<file path="src/rtl/serial_cfg_pkg.sv">
package serial_cfg_pkg;

  // Strobes from the control FSMs to the shift datapath
  typedef struct packed {
    logic shift;     // take one serial bit
    logic clearCnt;  // restart the bit count
    logic commit;    // present the assembled word
  } dpCtl_t;

  typedef enum logic [2:0] {
    TW_IDLE,
    TW_ADDR,
    TW_DATA_HI,
    TW_DATA_LO,
    TW_ACK_WAIT,
    TW_ACK_DRIVE,
    TW_IGNORE
  } twState_t;

endpackage

</file>
<file path="src/rtl/serial_cfg_sync.sv">
module serial_cfg_sync #(
  parameter int WIDTH = 4
) (
  input  logic             clk,
  input  logic             rstN,
  input  logic [WIDTH-1:0] asyncIn,
  output logic [WIDTH-1:0] syncOut
);

  for (genvar g = 0; g < WIDTH; g++) begin : gSync
    logic stage1;
    logic stage2;
    always_ff @(posedge clk or negedge rstN) begin
      if (!rstN) begin
        stage1 <= 1'b0;
        stage2 <= 1'b0;
      end else begin
        stage1 <= asyncIn[g];
        stage2 <= stage1;
      end
    end
    assign syncOut[g] = stage2;
  end

endmodule

</file>
<file path="src/rtl/serial_cfg_dp.sv">
module serial_cfg_dp
  import serial_cfg_pkg::*;
#(
  parameter int ADDR_W = 7,
  parameter int DATA_W = 9,
  parameter int CNT_W  = 5
) (
  input  logic              clk,
  input  logic              rstN,
  input  dpCtl_t            ctl,
  input  logic              bitIn,
  output logic [CNT_W-1:0]  bitCnt,
  output logic [7:0]        rxByte,
  output logic              wrStrobe,
  output logic [ADDR_W-1:0] wrAddr,
  output logic [DATA_W-1:0] wrData
);

  localparam int WORD_W = ADDR_W + DATA_W;
  localparam logic [CNT_W-1:0] CNT_MAX = '1;

  logic [WORD_W-1:0] shiftReg;

  always_ff @(posedge clk or negedge rstN) begin
    if (!rstN) begin
      shiftReg <= '0;
      bitCnt   <= '0;
    end else begin
      if (ctl.shift) shiftReg <= {shiftReg[WORD_W-2:0], bitIn};
      if (ctl.clearCnt) bitCnt <= '0;
      else if (ctl.shift && bitCnt != CNT_MAX) bitCnt <= bitCnt + 1'b1;
    end
  end

  always_ff @(posedge clk or negedge rstN) begin
    if (!rstN) begin
      wrStrobe <= 1'b0;
      wrAddr   <= '0;
      wrData   <= '0;
    end else begin
      wrStrobe <= ctl.commit;
      if (ctl.commit) begin
        wrAddr <= shiftReg[WORD_W-1:DATA_W];
        wrData <= shiftReg[DATA_W-1:0];
      end
    end
  end

  assign rxByte = shiftReg[7:0];

endmodule

</file>
<file path="src/rtl/serial_cfg_ctrl.sv">
module serial_cfg_ctrl
  import serial_cfg_pkg::*;
#(
  parameter int         STRAP_DELAY   = 16,
  parameter int         WORD_W        = 16,
  parameter int         CNT_W         = 5,
  parameter logic [6:0] DEV_ADDR_BASE = 7'b0011010
) (
  input  logic             clk,
  input  logic             rstN,
  input  logic             modeS,
  input  logic             csS,
  input  logic             sclS,
  input  logic             sdaS,
  input  logic [CNT_W-1:0] bitCnt,
  input  logic [7:0]       rxByte,
  output dpCtl_t           ctl,
  output logic             sdaOe,
  output logic             modeFree,
  output logic             csFree
);

  localparam int SD_W = $clog2(STRAP_DELAY + 1);
  localparam logic [CNT_W-1:0] BYTE_CNT = CNT_W'(8);
  localparam logic [CNT_W-1:0] WORD_CNT = CNT_W'(WORD_W);

  logic [SD_W-1:0] strapCnt;
  logic strapDone, twoWire, addrSel;
  logic sclD, sdaD, csD;
  twState_t twState, twStateN, twNext, twNextN;
  logic oeN;

  // Power-up strap capture after a settling delay
  always_ff @(posedge clk or negedge rstN) begin
    if (!rstN) begin
      strapCnt  <= '0;
      strapDone <= 1'b0;
      twoWire   <= 1'b0;
      addrSel   <= 1'b0;
    end else if (!strapDone) begin
      if (strapCnt == SD_W'(STRAP_DELAY - 1)) begin
        strapDone <= 1'b1;
        twoWire   <= modeS;
        addrSel   <= csS;
      end else begin
        strapCnt <= strapCnt + 1'b1;
      end
    end
  end

  // Edge history of the synchronised pins
  always_ff @(posedge clk or negedge rstN) begin
    if (!rstN) begin
      sclD <= 1'b0;
      sdaD <= 1'b0;
      csD  <= 1'b0;
    end else begin
      sclD <= sclS;
      sdaD <= sdaS;
      csD  <= csS;
    end
  end

  logic sclRise, sclFall, sdaRise, sdaFall, csRise;
  logic startCond, stopCond, byteDone, addrHit;
  logic [6:0] devAddr;

  assign sclRise   = sclS & ~sclD;
  assign sclFall   = ~sclS & sclD;
  assign sdaRise   = sdaS & ~sdaD;
  assign sdaFall   = ~sdaS & sdaD;
  assign csRise    = csS & ~csD;
  assign startCond = sdaFall & sclS;
  assign stopCond  = sdaRise & sclS;
  assign byteDone  = (bitCnt == BYTE_CNT);
  assign devAddr   = {DEV_ADDR_BASE[6:1], addrSel};
  assign addrHit   = (rxByte == {devAddr, 1'b0});

  always_comb begin
    ctl      = '0;
    twStateN = twState;
    twNextN  = twNext;
    oeN      = sdaOe;
    if (strapDone && !twoWire) begin
      // 3-wire: chip select frames the word
      ctl.shift    = sclRise & ~csS;
      ctl.clearCnt = csS;
      ctl.commit   = csRise & (bitCnt == WORD_CNT);
    end else if (strapDone) begin
      if (startCond) begin
        twStateN     = TW_ADDR;
        ctl.clearCnt = 1'b1;
        oeN          = 1'b0;
      end else if (stopCond) begin
        twStateN = TW_IDLE;
        oeN      = 1'b0;
      end else begin
        unique case (twState)
          TW_ADDR: begin
            ctl.shift = sclRise;
            if (byteDone) begin
              if (addrHit) begin
                twStateN = TW_ACK_WAIT;
                twNextN  = TW_DATA_HI;
              end else begin
                twStateN = TW_IGNORE;
              end
            end
          end
          TW_DATA_HI: begin
            ctl.shift = sclRise;
            if (byteDone) begin
              twStateN = TW_ACK_WAIT;
              twNextN  = TW_DATA_LO;
            end
          end
          TW_DATA_LO: begin
            ctl.shift = sclRise;
            if (byteDone) begin
              ctl.commit = 1'b1;
              twStateN   = TW_ACK_WAIT;
              twNextN    = TW_IGNORE;
            end
          end
          TW_ACK_WAIT: begin
            if (sclFall) begin
              oeN      = 1'b1;
              twStateN = TW_ACK_DRIVE;
            end
          end
          TW_ACK_DRIVE: begin
            if (sclFall) begin
              oeN          = 1'b0;
              twStateN     = twNext;
              ctl.clearCnt = 1'b1;
            end
          end
          default: ;
        endcase
      end
    end
  end

  always_ff @(posedge clk or negedge rstN) begin
    if (!rstN) begin
      twState <= TW_IDLE;
      twNext  <= TW_IDLE;
      sdaOe   <= 1'b0;
    end else begin
      twState <= twStateN;
      twNext  <= twNextN;
      sdaOe   <= oeN;
    end
  end

  assign modeFree = strapDone;
  assign csFree   = strapDone & twoWire;

endmodule

</file>
<file path="src/rtl/serial_cfg_port.sv">
module serial_cfg_port
  import serial_cfg_pkg::*;
#(
  parameter int         ADDR_W        = 7,
  parameter int         DATA_W        = 9,
  parameter int         STRAP_DELAY   = 16,
  parameter logic [6:0] DEV_ADDR_BASE = 7'b0011010
) (
  input  logic              clk,
  input  logic              rstN,
  input  logic              modePin,
  input  logic              csPin,
  input  logic              sclkPin,
  input  logic              sdaIn,
  output logic              sdaOe,
  output logic              wrStrobe,
  output logic [ADDR_W-1:0] wrAddr,
  output logic [DATA_W-1:0] wrData,
  output logic              modeGpioFree,
  output logic              csGpioFree
);

  localparam int WORD_W = ADDR_W + DATA_W;
  localparam int CNT_W  = $clog2(WORD_W + 2);

  logic [3:0] pinSync;
  dpCtl_t ctl;
  logic [CNT_W-1:0] bitCnt;
  logic [7:0] rxByte;

  serial_cfg_sync #(.WIDTH(4)) u_sync (
    .clk(clk), .rstN(rstN),
    .asyncIn({modePin, csPin, sclkPin, sdaIn}),
    .syncOut(pinSync)
  );

  serial_cfg_ctrl #(
    .STRAP_DELAY(STRAP_DELAY), .WORD_W(WORD_W),
    .CNT_W(CNT_W), .DEV_ADDR_BASE(DEV_ADDR_BASE)
  ) u_ctrl (
    .clk(clk), .rstN(rstN),
    .modeS(pinSync[3]), .csS(pinSync[2]), .sclS(pinSync[1]), .sdaS(pinSync[0]),
    .bitCnt(bitCnt), .rxByte(rxByte),
    .ctl(ctl), .sdaOe(sdaOe),
    .modeFree(modeGpioFree), .csFree(csGpioFree)
  );

  serial_cfg_dp #(.ADDR_W(ADDR_W), .DATA_W(DATA_W), .CNT_W(CNT_W)) u_dp (
    .clk(clk), .rstN(rstN),
    .ctl(ctl), .bitIn(pinSync[0]),
    .bitCnt(bitCnt), .rxByte(rxByte),
    .wrStrobe(wrStrobe), .wrAddr(wrAddr), .wrData(wrData)
  );

endmodule

</file>
<file path="config.mk">
export PLATFORM = sky130hd
export DESIGN_NAME = serial_cfg_port
export DESIGN_NICKNAME = d
export VERILOG_FILES = /design/src/rtl/serial_cfg_pkg.sv /design/src/rtl/serial_cfg_sync.sv /design/src/rtl/serial_cfg_dp.sv /design/src/rtl/serial_cfg_ctrl.sv /design/src/rtl/serial_cfg_port.sv
export SDC_FILE = /design/constraint.sdc
export NUM_CORES = 1
export LEC_CHECK = 0
export BUFFER_PORTS_ARGS = -buffer_cell sky130_fd_sc_hd__buf_2
export CAP_MARGIN = 5
export CORE_MARGIN = 4
export CORE_UTILIZATION = 58
export CTS_CLUSTER_DIAMETER = 80
export DETAILED_ROUTE_END_ITERATION = 6
export HOLD_SLACK_MARGIN = 0.03
export PLACE_DENSITY_LB_ADDON = 0.15
export SETUP_SLACK_MARGIN = 0.1
export SLEW_MARGIN = 20
export SYNTH_ARGS = -nofsm -noshare
export SYNTH_HDL_FRONTEND = slang
export SYNTH_SLANG_ARGS = --single-unit
export TNS_END_PERCENT = 20
</file>
<file path="constraint.sdc">
create_clock -name clk -period 2.99 [get_ports clk]
set_input_delay 0.1495 -clock clk [delete_from_list [all_inputs] [get_ports clk]]
set_output_delay 0.1495 -clock clk [all_outputs]
set_load 0.05 [all_outputs]
</file>
==> results.toml, run 1 <==
[die]
die-height_um = 78.6
die_area_mm2 = 0.00618
floorplan.initialDensity = 0.604
die_width_um = 78.6
floorplan.core_area_mm2 = 0.00479
std_cell_rows = 25
io-pin-count = 26

[routing]
drt-pass1-iter-count = 4
num_vias = 1769
post-route-drc-count = 0
average_via_count_per_standard_cell = 5.48
ant_nets = 0
routed_wire_length_per_instance_um = 15.0
detail_route.iter0.violations = 101
routed_wirelength_um = 4860

[synth]
syn_inst = 217
synth_enable_flop_cells = 0
synth_common_cells = "dfrtp_1 (64), mux2_2 (26), inv_1 (13), mux2_4 (10)"
synth_simple_gate_area_frac = 0.101
synth-compound-area-share = 0.0978
post_synth_xor_area_fraction = 0.0151
mappedNetlistNets = 230
synthesis.area_mm2 = 0.00289
combinational_family_with_the_most_area_after_synthesis = "multiplexers"
yosysUniqueCellTypes = 54
synthAdderAreaFrac = 0.0303
synth_top_cell_by_area = "dfrtp_1"
synth_most_common_cell = "dfrtp_1"
ys_seq_elements = 64
seq_area_frac_synth = 0.554
synthArstFlopShare = 1.00
warnings_from_yosys = 0
synthTopCellsByArea = "dfrtp_1 (55%), mux2_2 (10%), mux2_4 (5.2%)"
yosys-mux-area-fraction = 0.160
netlist.area_leader.share = 0.554
ys.flop_type = "dfrtp_1"
synthesis.area_per_instance_um2 = 13.3

[worst_setup_path]
cp.buffers_inverters = 0
worst_path_largest_cell_delay_ns = 0.88
required_arrival_time_at_the_worst_endpoint_ns = 3.19
cpMaxStageDelayCell = "a31oi_2"
worst_ep_arrival_time_ns = 2.68
path_delay_family = "compound AO/OA/AOI/OAI gates"
crit_path_max_fo = 17
critical_path.cell_chain = "xor2_1, a2111oi_4, a31oi_2, mux2_2"
timing.setup.critical_path_class = "flop to flop"
setup.worst_path.end_class = "flop"
worst_setup_path_start_kind = "flop"

[worst_hold_path]
min-delay-path-class = "flop to flop"

[cts]
post_cts.repair.setup_buffers = 0
cts_inserted_buffers = 9
max_clock_buf_depth = 2
cell_at_the_root_of_the_clock_tree = "clkbuf_8"
cts_tree = "yes"
clk_latency_ns = 0.32
cts_htree_levels = 3
clk_pin_slew_ns = 0.06
clock_sink_count = 64
postCtsResizedCells = 0

[timing]
timing.slew.headroom = 0.297
final.min_clock_period_ns = 2.48
report.final.setup_viol = 0
layout_setup_ws_ns = 0.510
fin_setup_tns_ns = 0
fin_skew_ns = 0.00663
timing.final.max_slew_violations = 0
max_clock_freq_mhz = 403
slew_of_the_pin_with_the_lowest_slew_margin_ns = 1.05
rsz0062_at_grt = "no"
report.final.hold_viol_count = 0
min_period_over_period = 0.829

[place]
dp_hpwl_um = 3350
dpl_worst_slack_ns = 0.490
io_buffers = 25
dpl-instance-area_mm2 = 0.00304
gp_congestion = 0.891

[global_route]
grt_antenna_before_repair = 0
grt_start_max_net_pins = 28
grt_pass1_vias = 1770
grt_pass1_wl_um = 8490
grt_usage = 0.183
globalRoute.totalOverflow = 0

[finish]
register_area_mm2 = 0.00160
antennaDiodeCount = 0
final_area_mm2 = 0.00328
finish.net_count = 265
fillerInstances = 352
multi_input_combinational_cell_area_mm2 = 0.00117
final_layout_size_suffix_gt1_frac = 0.340
area_delta_synth_final_pct = 13.6

[job]
timing.max_cap.violations = 0

[power]
power.static_leakage_nw = 1.59
pwr_density_cell_mw_per_mm2 = 635
ir_worst_vdd_uv = 380

[run_status]
result_of_the_run = "finished clean"
registers in the layout, summed over array words and instances (netlist names), 3 cells and up:
name	count
u_dp.wrAddr	7
u_dp.wrData	9
u_ctrl.twNext	3
u_dp.shiftReg	16
u_ctrl.twState	3
u_ctrl.strapCnt	5
u_dp.bitCnt	5
u_sync.gSync.stage2	4
u_sync.gSync.stage1	4
worst paths after layout:
| path | start | to | slack [ns] | cells past startpoint |
|---|---|---|---|---|
| worst max-delay path | u_sync.gSync[0].stage2 | u_dp.wrData[4] | 0.51 | 4 |
| worst min-delay path | u_sync.gSync[1].stage1 | u_sync.gSync[1].stage2 | 0.35 | 0 |
| worst max register to register | u_sync.gSync[0].stage2 | u_dp.wrData[4] | 0.51 | 4 |
| worst min register to register | u_sync.gSync[1].stage1 | u_sync.gSync[1].stage2 | 0.35 | 0 |
| max in group asynchronous | rstN | u_dp.shiftReg[15] | 1.94 | 3 |
| min in group asynchronous | rstN | u_ctrl.twState[1] | 0.36 | 2 |
power breakdown:
group,total (W),internal (W),switching (W)
clock,0.000684,0.000386,0.000299
sequential,0.00103,0.000931,0.0000994
combinational,0.000369,0.000165,0.000204
per-layer routing:
| metal | track usage | up-vias | share of wire |
|---|---|---|---|
| met2 | 0.268 | 31 | 0.47 |
| met4 | 0.0944 | 0 | 0.014 |
| met1 | 0.261 | 875 | 0.49 |
| li1 | - | 854 | - |
| met5 | 0 | - | 0 |
| met3 | 0.0321 | 9 | 0.032 |
area by class of cell:
class | count | area share
timing repair buffer | 32 | 0.0579
clock inverter | 2 | 0.00381
clock buffer | 13 | 0.0545
sequential | 64 | 0.488
tap | 67 | 0.0255
inverter | 13 | 0.0149
multi-input combinational | 132 | 0.356
what timing repair did:
action                     CTS  global route
hold buffers                 5             0
setup endpoints to repair    0             0
hold endpoints to repair    29             0
layout by cell type, fill, tap and decap left out, drive strengths merged, types with 4 or more instances in the layout:
cell	n
inv	13
nor2b	6
nor2	5
clkbuf	13
and3	4
o31ai	4
mux2	36
dlygate4sd3	5
a21oi	7
dfrtp	64
nand2	6
o21ai	5
ha	7
a31oi	4
buf	27
cell families (layout without fill, tap and decap cells):
family / after synthesis / in the layout
simple gates: 45 / 45
mux: 38 / 38
fa+ha+maj: 7 / 7
buf+inv: 21 / 60
flops: 64 / 64
compound gates: 37 / 37
xor+xnor: 5 / 5
per-stage QoR:
step                hold slack (ns)  power (W)   util  cells
floorplan                    -0.146    0.00132      -    217
global placement              0.186    0.00141  0.636    303
detailed placement            0.187    0.00141  0.636    303
CTS                           0.351    0.00211  0.686    323
global route                  0.356    0.00221  0.686    323
finish                        0.348    0.00208  0.686    323
Note: power is estimated with default switching activity, not from simulation.
==> run 2, diff against run 1 <==
Settings changed: ABC_AREA set to 1, CORE_UTILIZATION 58 to 53.
Clock period 2.99 ns to 2 ns, I/O delays scaled along.
==> results.toml, run 2 <==
[run_status]
result_of_the_run = "finished clean"

[cts]
post_cts.repair.setup_buffers = 0
cts.hold.buffers_added = 5
max_clock_buf_depth = 2
postCtsResizedCells = 0
clock_sink_count = 64
clk_latency_ns = 0.34
cts_inserted_buffers = 9
clk_pin_slew_ns = 0.07
cts_tree = "yes"
cell_at_the_root_of_the_clock_tree = "clkbuf_8"
cts_htree_levels = 3

[synth]
synthesis.area_mm2 = 0.00296
synthTopCellsByArea = "dfrtp_1 (54%), nand2_1 (13%), inv_1 (5.3%)"
synth_enable_flop_cells = 0
netlist.area_leader.share = 0.541
synthArstFlopShare = 1.00
seq_area_frac_synth = 0.541
synthesis.area_per_instance_um2 = 8.94
ys_seq_elements = 64
synth_top_cell_by_area = "dfrtp_1"
ys.flop_type = "dfrtp_1"
synth_most_common_cell = "nand2_1"
yosysUniqueCellTypes = 25
warnings_from_yosys = 0
syn_inst = 331
mappedNetlistNets = 344
synth_common_cells = "nand2_1 (102), dfrtp_1 (64), inv_1 (42), nand3_1 (24), nor2_1 (18)"

[worst_setup_path]
timing.rr.end = "u_ctrl.strapCnt[3]"
worstSetupStartpoint = "u_ctrl.strapCnt[0]"
setup.worst_path.end_class = "flop"
cpMaxStageDelayCell = "dfrtp_1"
crit_path_max_fo = 5
worst_setup_path_start_kind = "flop"
worst-r2r-setup-slack_ns = 0.31
worst_path_most_repeated_cell = "ha_1"
worst_r2r_path_depth = 6
critical_path.cell_chain = "ha_1, and3_1, ha_1, nor2_1, nand4_1, xnor2_1"
required_arrival_time_at_the_worst_endpoint_ns = 2.22
crit_reg_reg_startpoint = "u_ctrl.strapCnt[0]"
worst_ep_arrival_time_ns = 1.92
worst_path_largest_cell_delay_ns = 0.40
timing.setup.critical_path_class = "flop to flop"
endpoint = "u_ctrl.strapCnt[3]"

[timing]
final.min_clock_period_ns = 1.69
min_period_over_period = 0.846
timing.final.max_slew_violations = 0
report.final.setup_viol = 0
rsz0062_at_grt = "no"
timing.slew.headroom = 0.755
fin_setup_tns_ns = 0
fin_skew_ns = 0.00802
max_clock_freq_mhz = 591
report.final.hold_viol_count = 0
slew_of_the_pin_with_the_lowest_slew_margin_ns = 0.364

[finish]
finish.net_count = 383
register_area_mm2 = 0.00160
area_delta_synth_final_pct = 16.0
antennaDiodeCount = 0
final_layout_size_suffix_gt1_frac = 0.219
final_core_util = 0.651
layout.cells.most_common = "nand2_1"
multi_input_combinational_cell_area_mm2 = 0.00111
max_flop_register = "u_dp.shiftReg"
largest_reg_flops = 16
most-common-layout-cells = "nand2_1 (102), dfrtp_1 (64), inv_1 (42)"
fillerInstances = 469
reg_top3 = "u_dp.shiftReg x16, u_dp.wrData x9, u_dp.wrAddr x7"

[place]
dp_hpwl_um = 3540
io_buffers = 25
gp_congestion = 0.819

[routing]
detail_route.iter0.violations = 82
ant_nets = 0
num_vias = 2191
routed_wire_length_per_instance_um = 11.8
post-route-drc-count = 0
average_via_count_per_standard_cell = 4.92
routed_wirelength_um = 5240
drt-pass1-iter-count = 4

[global_route]
grt_start_max_net_pins = 65
grt_pass1_wl_um = 9130
grt_pass1_vias = 2111
globalRoute.totalOverflow = 0
grt_usage = 0.178
grt_antenna_before_repair = 0

[job]
timing.max_cap.violations = 0

[power]
comb_power_share = 0.188
share_of_total_power_consumed_by_net_switching = 0.311
internal-power_w = 0.00232
power.sequential.fraction = 0.453
power_switching_w = 0.00105
ir_worst_vdd_uv = 672
proportion_of_power_drawn_by_the_clock_network = 0.359
pwr_density_cell_mw_per_mm2 = 982
power.static_leakage_nw = 1.80

[die]
floorplan.core_area_mm2 = 0.00527
io-pin-count = 26
floorplan.initialDensity = 0.562
std_cell_rows = 26
die_area_mm2 = 0.00685
die-height_um = 82.7
die_width_um = 82.7

[worst_hold_path]
min-delay-path-class = "input pin to asynchronous set/reset pin"
[run 2: cell type report]
cell class / instances / area share
Inverter: 50 / 0.0547
Clock buffer: 9 / 0.0361
Tap cell: 70 / 0.0255
Sequential cell: 64 / 0.466
Multi-Input combinational cell: 211 / 0.323
Timing Repair Buffer: 34 / 0.0671
Clock inverter: 7 / 0.0277
[run 2: cell families (layout without fill, tap and decap cells)]
family / after synthesis / count (layout) / synth area share
buffers and inverters: 56 / 100 / 0.0849
AO/OA/AOI/OAI: 30 / 30 / 0.0795
XOR/XNOR: 6 / 6 / 0.0178
adder cells (fa/ha/maj): 7 / 7 / 0.0296
flip-flops: 64 / 64 / 0.541
AND/OR/NAND/NOR: 168 / 168 / 0.247
[run 2: per-layer routing]
layer	vias up	track usage	wire [um]
met1	1026	0.219	2450
met3	10	0.0553	221
met2	44	0.294	2510
li1	1111	-	-
met4	0	0.0670	59
met5	-	0	0
[run 2: how the worst min path moves through the flow]
stage / start / end / slack (ns) / depth (start not counted)
finish: rstN / u_dp.wrAddr[4] / 0.29 / 3
detailed placement: rstN / u_dp.wrAddr[4] / 0.14 / 2
CTS: rstN / u_dp.wrAddr[3] / 0.30 / 3
global placement: rstN / u_dp.wrAddr[3] / 0.14 / 2
floorplan: rstN / u_ctrl.addrSel / -0.20 / 0
global route: rstN / u_dp.wrAddr[4] / 0.31 / 3
[run 2: worst max-delay path, delay by kind of cell (launching register included)]
kind          cells  cell delay [ns]
simple gates      3             0.61
flops             1             0.40
fa+ha+maj         2             0.41
xor+xnor          1             0.16
[run 2: power groups by stage]
| stage | registers (W) | clock network, W | logic, W |
|---|---|---|---|
| 2_1_floorplan | 0.00156 | 0 | 0.000448 |
| 3_3_place_gp | 0.00155 | 0 | 0.000604 |
| 3_5_place_dp | 0.00155 | 0 | 0.000622 |
| 4_1_cts | 0.00153 | 0.00125 | 0.000630 |
| 5_1_grt | 0.00155 | 0.00131 | 0.000728 |
| 6_report | 0.00153 | 0.00121 | 0.000634 |
[run 2: through the flow]
| step | hold slack (ns) | setup slack, ns | power [W] | std cells | instance area, um2 |
|---|---|---|---|---|---|
| floorplan | -0.196 | 0.201 | 0.00200 | 331 | 2960 |
| global placement | 0.136 | 0.395 | 0.00215 | 424 | 3160 |
| global route | 0.311 | 0.169 | 0.00358 | 445 | 3430 |
| detailed placement | 0.139 | 0.318 | 0.00217 | 424 | 3160 |
| finish | 0.287 | 0.309 | 0.00337 | 445 | 3430 |
| CTS | 0.297 | 0.305 | 0.00341 | 445 | 3430 |
==> run 3, diff against run 2 <==
Settings changed: CORE_UTILIZATION 53 to 59.
Clock period 2 ns to 1.6 ns, I/O delays scaled along.
==> results.toml, run 3 (same netlist as run 2, synthesis figures left out) <==
[finish]
multi_input_combinational_cell_area_mm2 = 0.00125
fillerInstances = 298
layout.cells.most_common = "nand2_1"
largest_reg_flops = 16
max_flop_register = "u_dp.shiftReg"
register_area_mm2 = 0.00161
final_core_util = 0.806
post_layout_nonfiller_instances = 465
antennaDiodeCount = 0
most-common-layout-cells = "nand2_1 (90), dfrtp_1 (60), inv_1 (37)"
final_layout_size_suffix_gt1_frac = 0.349
reg_top3 = "u_dp.shiftReg x16, u_dp.wrData x9, u_dp.wrAddr x7"
finish.net_count = 406
final_area_mm2 = 0.00386
area_delta_synth_final_pct = 30.3

[timing]
report.final.hold_viol_count = 0
timing.final.max_slew_violations = 0
layout_setup_ws_ns = 0.0226
max_clock_freq_mhz = 634
slew_of_the_pin_with_the_lowest_slew_margin_ns = 0.392
rsz0062_at_grt = "yes"
min_period_over_period = 0.986
fin_skew_ns = 0.00769
timing.slew.headroom = 0.739
fin_setup_tns_ns = 0
final.min_clock_period_ns = 1.58
report.final.setup_viol = 0

[run_status]
result_of_the_run = "finished clean"

[global_route]
grt_antenna_before_repair = 0
grt_pass1_vias = 2327
globalRoute.totalOverflow = 0
grt_start_max_net_pins = 48
grt_usage = 0.228
grt_pass1_wl_um = 10800

[die]
io-pin-count = 26
std_cell_rows = 25
die-height_um = 78.8
die_area_mm2 = 0.00621
die_width_um = 78.8
floorplan.initialDensity = 0.619
floorplan.core_area_mm2 = 0.00479

[worst_setup_path]
worst_ep_arrival_time_ns = 1.85
required_arrival_time_at_the_worst_endpoint_ns = 1.87
crit_path_max_fo = 7
critical_path.cell_chain = "inv_2, ha_4, inv_4, nor2_4, nand2_4, nor2_4, nand3_2, o21ai_4, buf_12, buf_12, nand2_2, o21ai_2"
setup.worst_path.end_class = "flop"
worst_path_largest_cell_delay_ns = 0.39
worst_setup_path_start_kind = "flop"
cpMaxStageDelayCell = "dfrtp_1"
timing.setup.critical_path_class = "flop to flop"

[cts]
clk_latency_ns = 0.34
clock_sink_count = 64
cts_tree = "yes"
max_clock_buf_depth = 2
clk_pin_slew_ns = 0.07
cell_at_the_root_of_the_clock_tree = "clkbuf_8"
cts_htree_levels = 3
cts_inserted_buffers = 9

[routing]
num_vias = 2340
ant_nets = 0
post-route-drc-count = 0
detail_route.iter0.violations = 192
drt-pass1-iter-count = 4
routed_wire_length_per_instance_um = 13.1
average_via_count_per_standard_cell = 5.03
routed_wirelength_um = 6100

[power]
internal-power_w = 0.00309
proportion_of_power_drawn_by_the_clock_network = 0.351
share_of_total_power_consumed_by_net_switching = 0.315
power.sequential.fraction = 0.431
comb_power_share = 0.218
ir_worst_vdd_uv = 1170
pwr_density_cell_mw_per_mm2 = 1170
power_switching_w = 0.00142
power.static_leakage_nw = 2.01

[place]
dp_hpwl_um = 3810
cell_count_after_placement = 433
dpl_worst_slack_ns = -0.0738
gp_congestion = 0.879
dpl-instance-area_mm2 = 0.00328
io_buffers = 25

[worst_hold_path]
min-delay-path-class = "input pin to asynchronous set/reset pin"

[job]
timing.max_cap.violations = 0
## run 3: final cells by class
cell class                      count  share of cell area
Sequential cell                    64               0.416
Multi-Input combinational cell    211               0.325
Timing Repair Buffer               57               0.127
Inverter                           50              0.0506
Clock buffer                       11              0.0392
Tap cell                           67              0.0217
Clock inverter                      5              0.0204
## run 3: critical path, delay by kind of cell, from the launching register on
kind	cells	cell delay (ns)
and+or+nand+nor	5	0.42
buffers and inverters	4	0.40
DFF	1	0.39
AOI/OAI and AO/OA	2	0.16
adders and majority gates	1	0.13
## run 3: metrics by stage
stage                     total power, W  hold slack, ns
after floorplan                  0.00251          -0.216
after global placement           0.00271          0.0249
after detailed placement         0.00274          0.0287
after CTS                        0.00444           0.186
after global routing             0.00479           0.223
final                            0.00451           0.186
## run 3: metal layers
| layer | global-route usage | up-vias | part of all wire |
|---|---|---|---|
| met1 | 0.291 | 1109 | 0.44 |
| met2 | 0.356 | 57 | 0.50 |
| met4 | 0.129 | 0 | 0.028 |
| met3 | 0.0567 | 16 | 0.035 |
| li1 | - | 1158 | - |
| met5 | 0 | - | 0 |
## run 3: final timing paths
kind                       cells after the start                    from  slack [ns]                      to
max                                           12          u_dp.bitCnt[0]        0.02          u_dp.wrData[4]
min                                            2                    rstN        0.19          u_dp.wrAddr[4]
max reg2reg                                   12          u_dp.bitCnt[0]        0.02          u_dp.wrData[4]
min reg2reg                                    0  u_sync.gSync[1].stage1        0.35  u_sync.gSync[1].stage2
max in group asynchronous                      4                    rstN        0.74        u_dp.shiftReg[3]
min in group clk                               0  u_sync.gSync[1].stage1        0.35  u_sync.gSync[1].stage2
## run 3: timing repair
item                                    4_1_cts  5_1_grt
endpoints found under the setup margin       25       51
buffers inserted                             11        0
pin swaps                                     5       15
hold buffers                                  5        0
gates cloned                                  1        0
resized for setup                            20       34
hold endpoints to repair                     26        0
## run 3: power groups by stage
stage	Combinational, W	Sequential (W)	Clock (W)
global route	0.00113	0.00196	0.00170
global placement	0.000773	0.00193	0
floorplan	0.000562	0.00194	0
detailed placement	0.000802	0.00193	0
finish	0.000983	0.00194	0.00158
CTS	0.000915	0.00192	0.00161
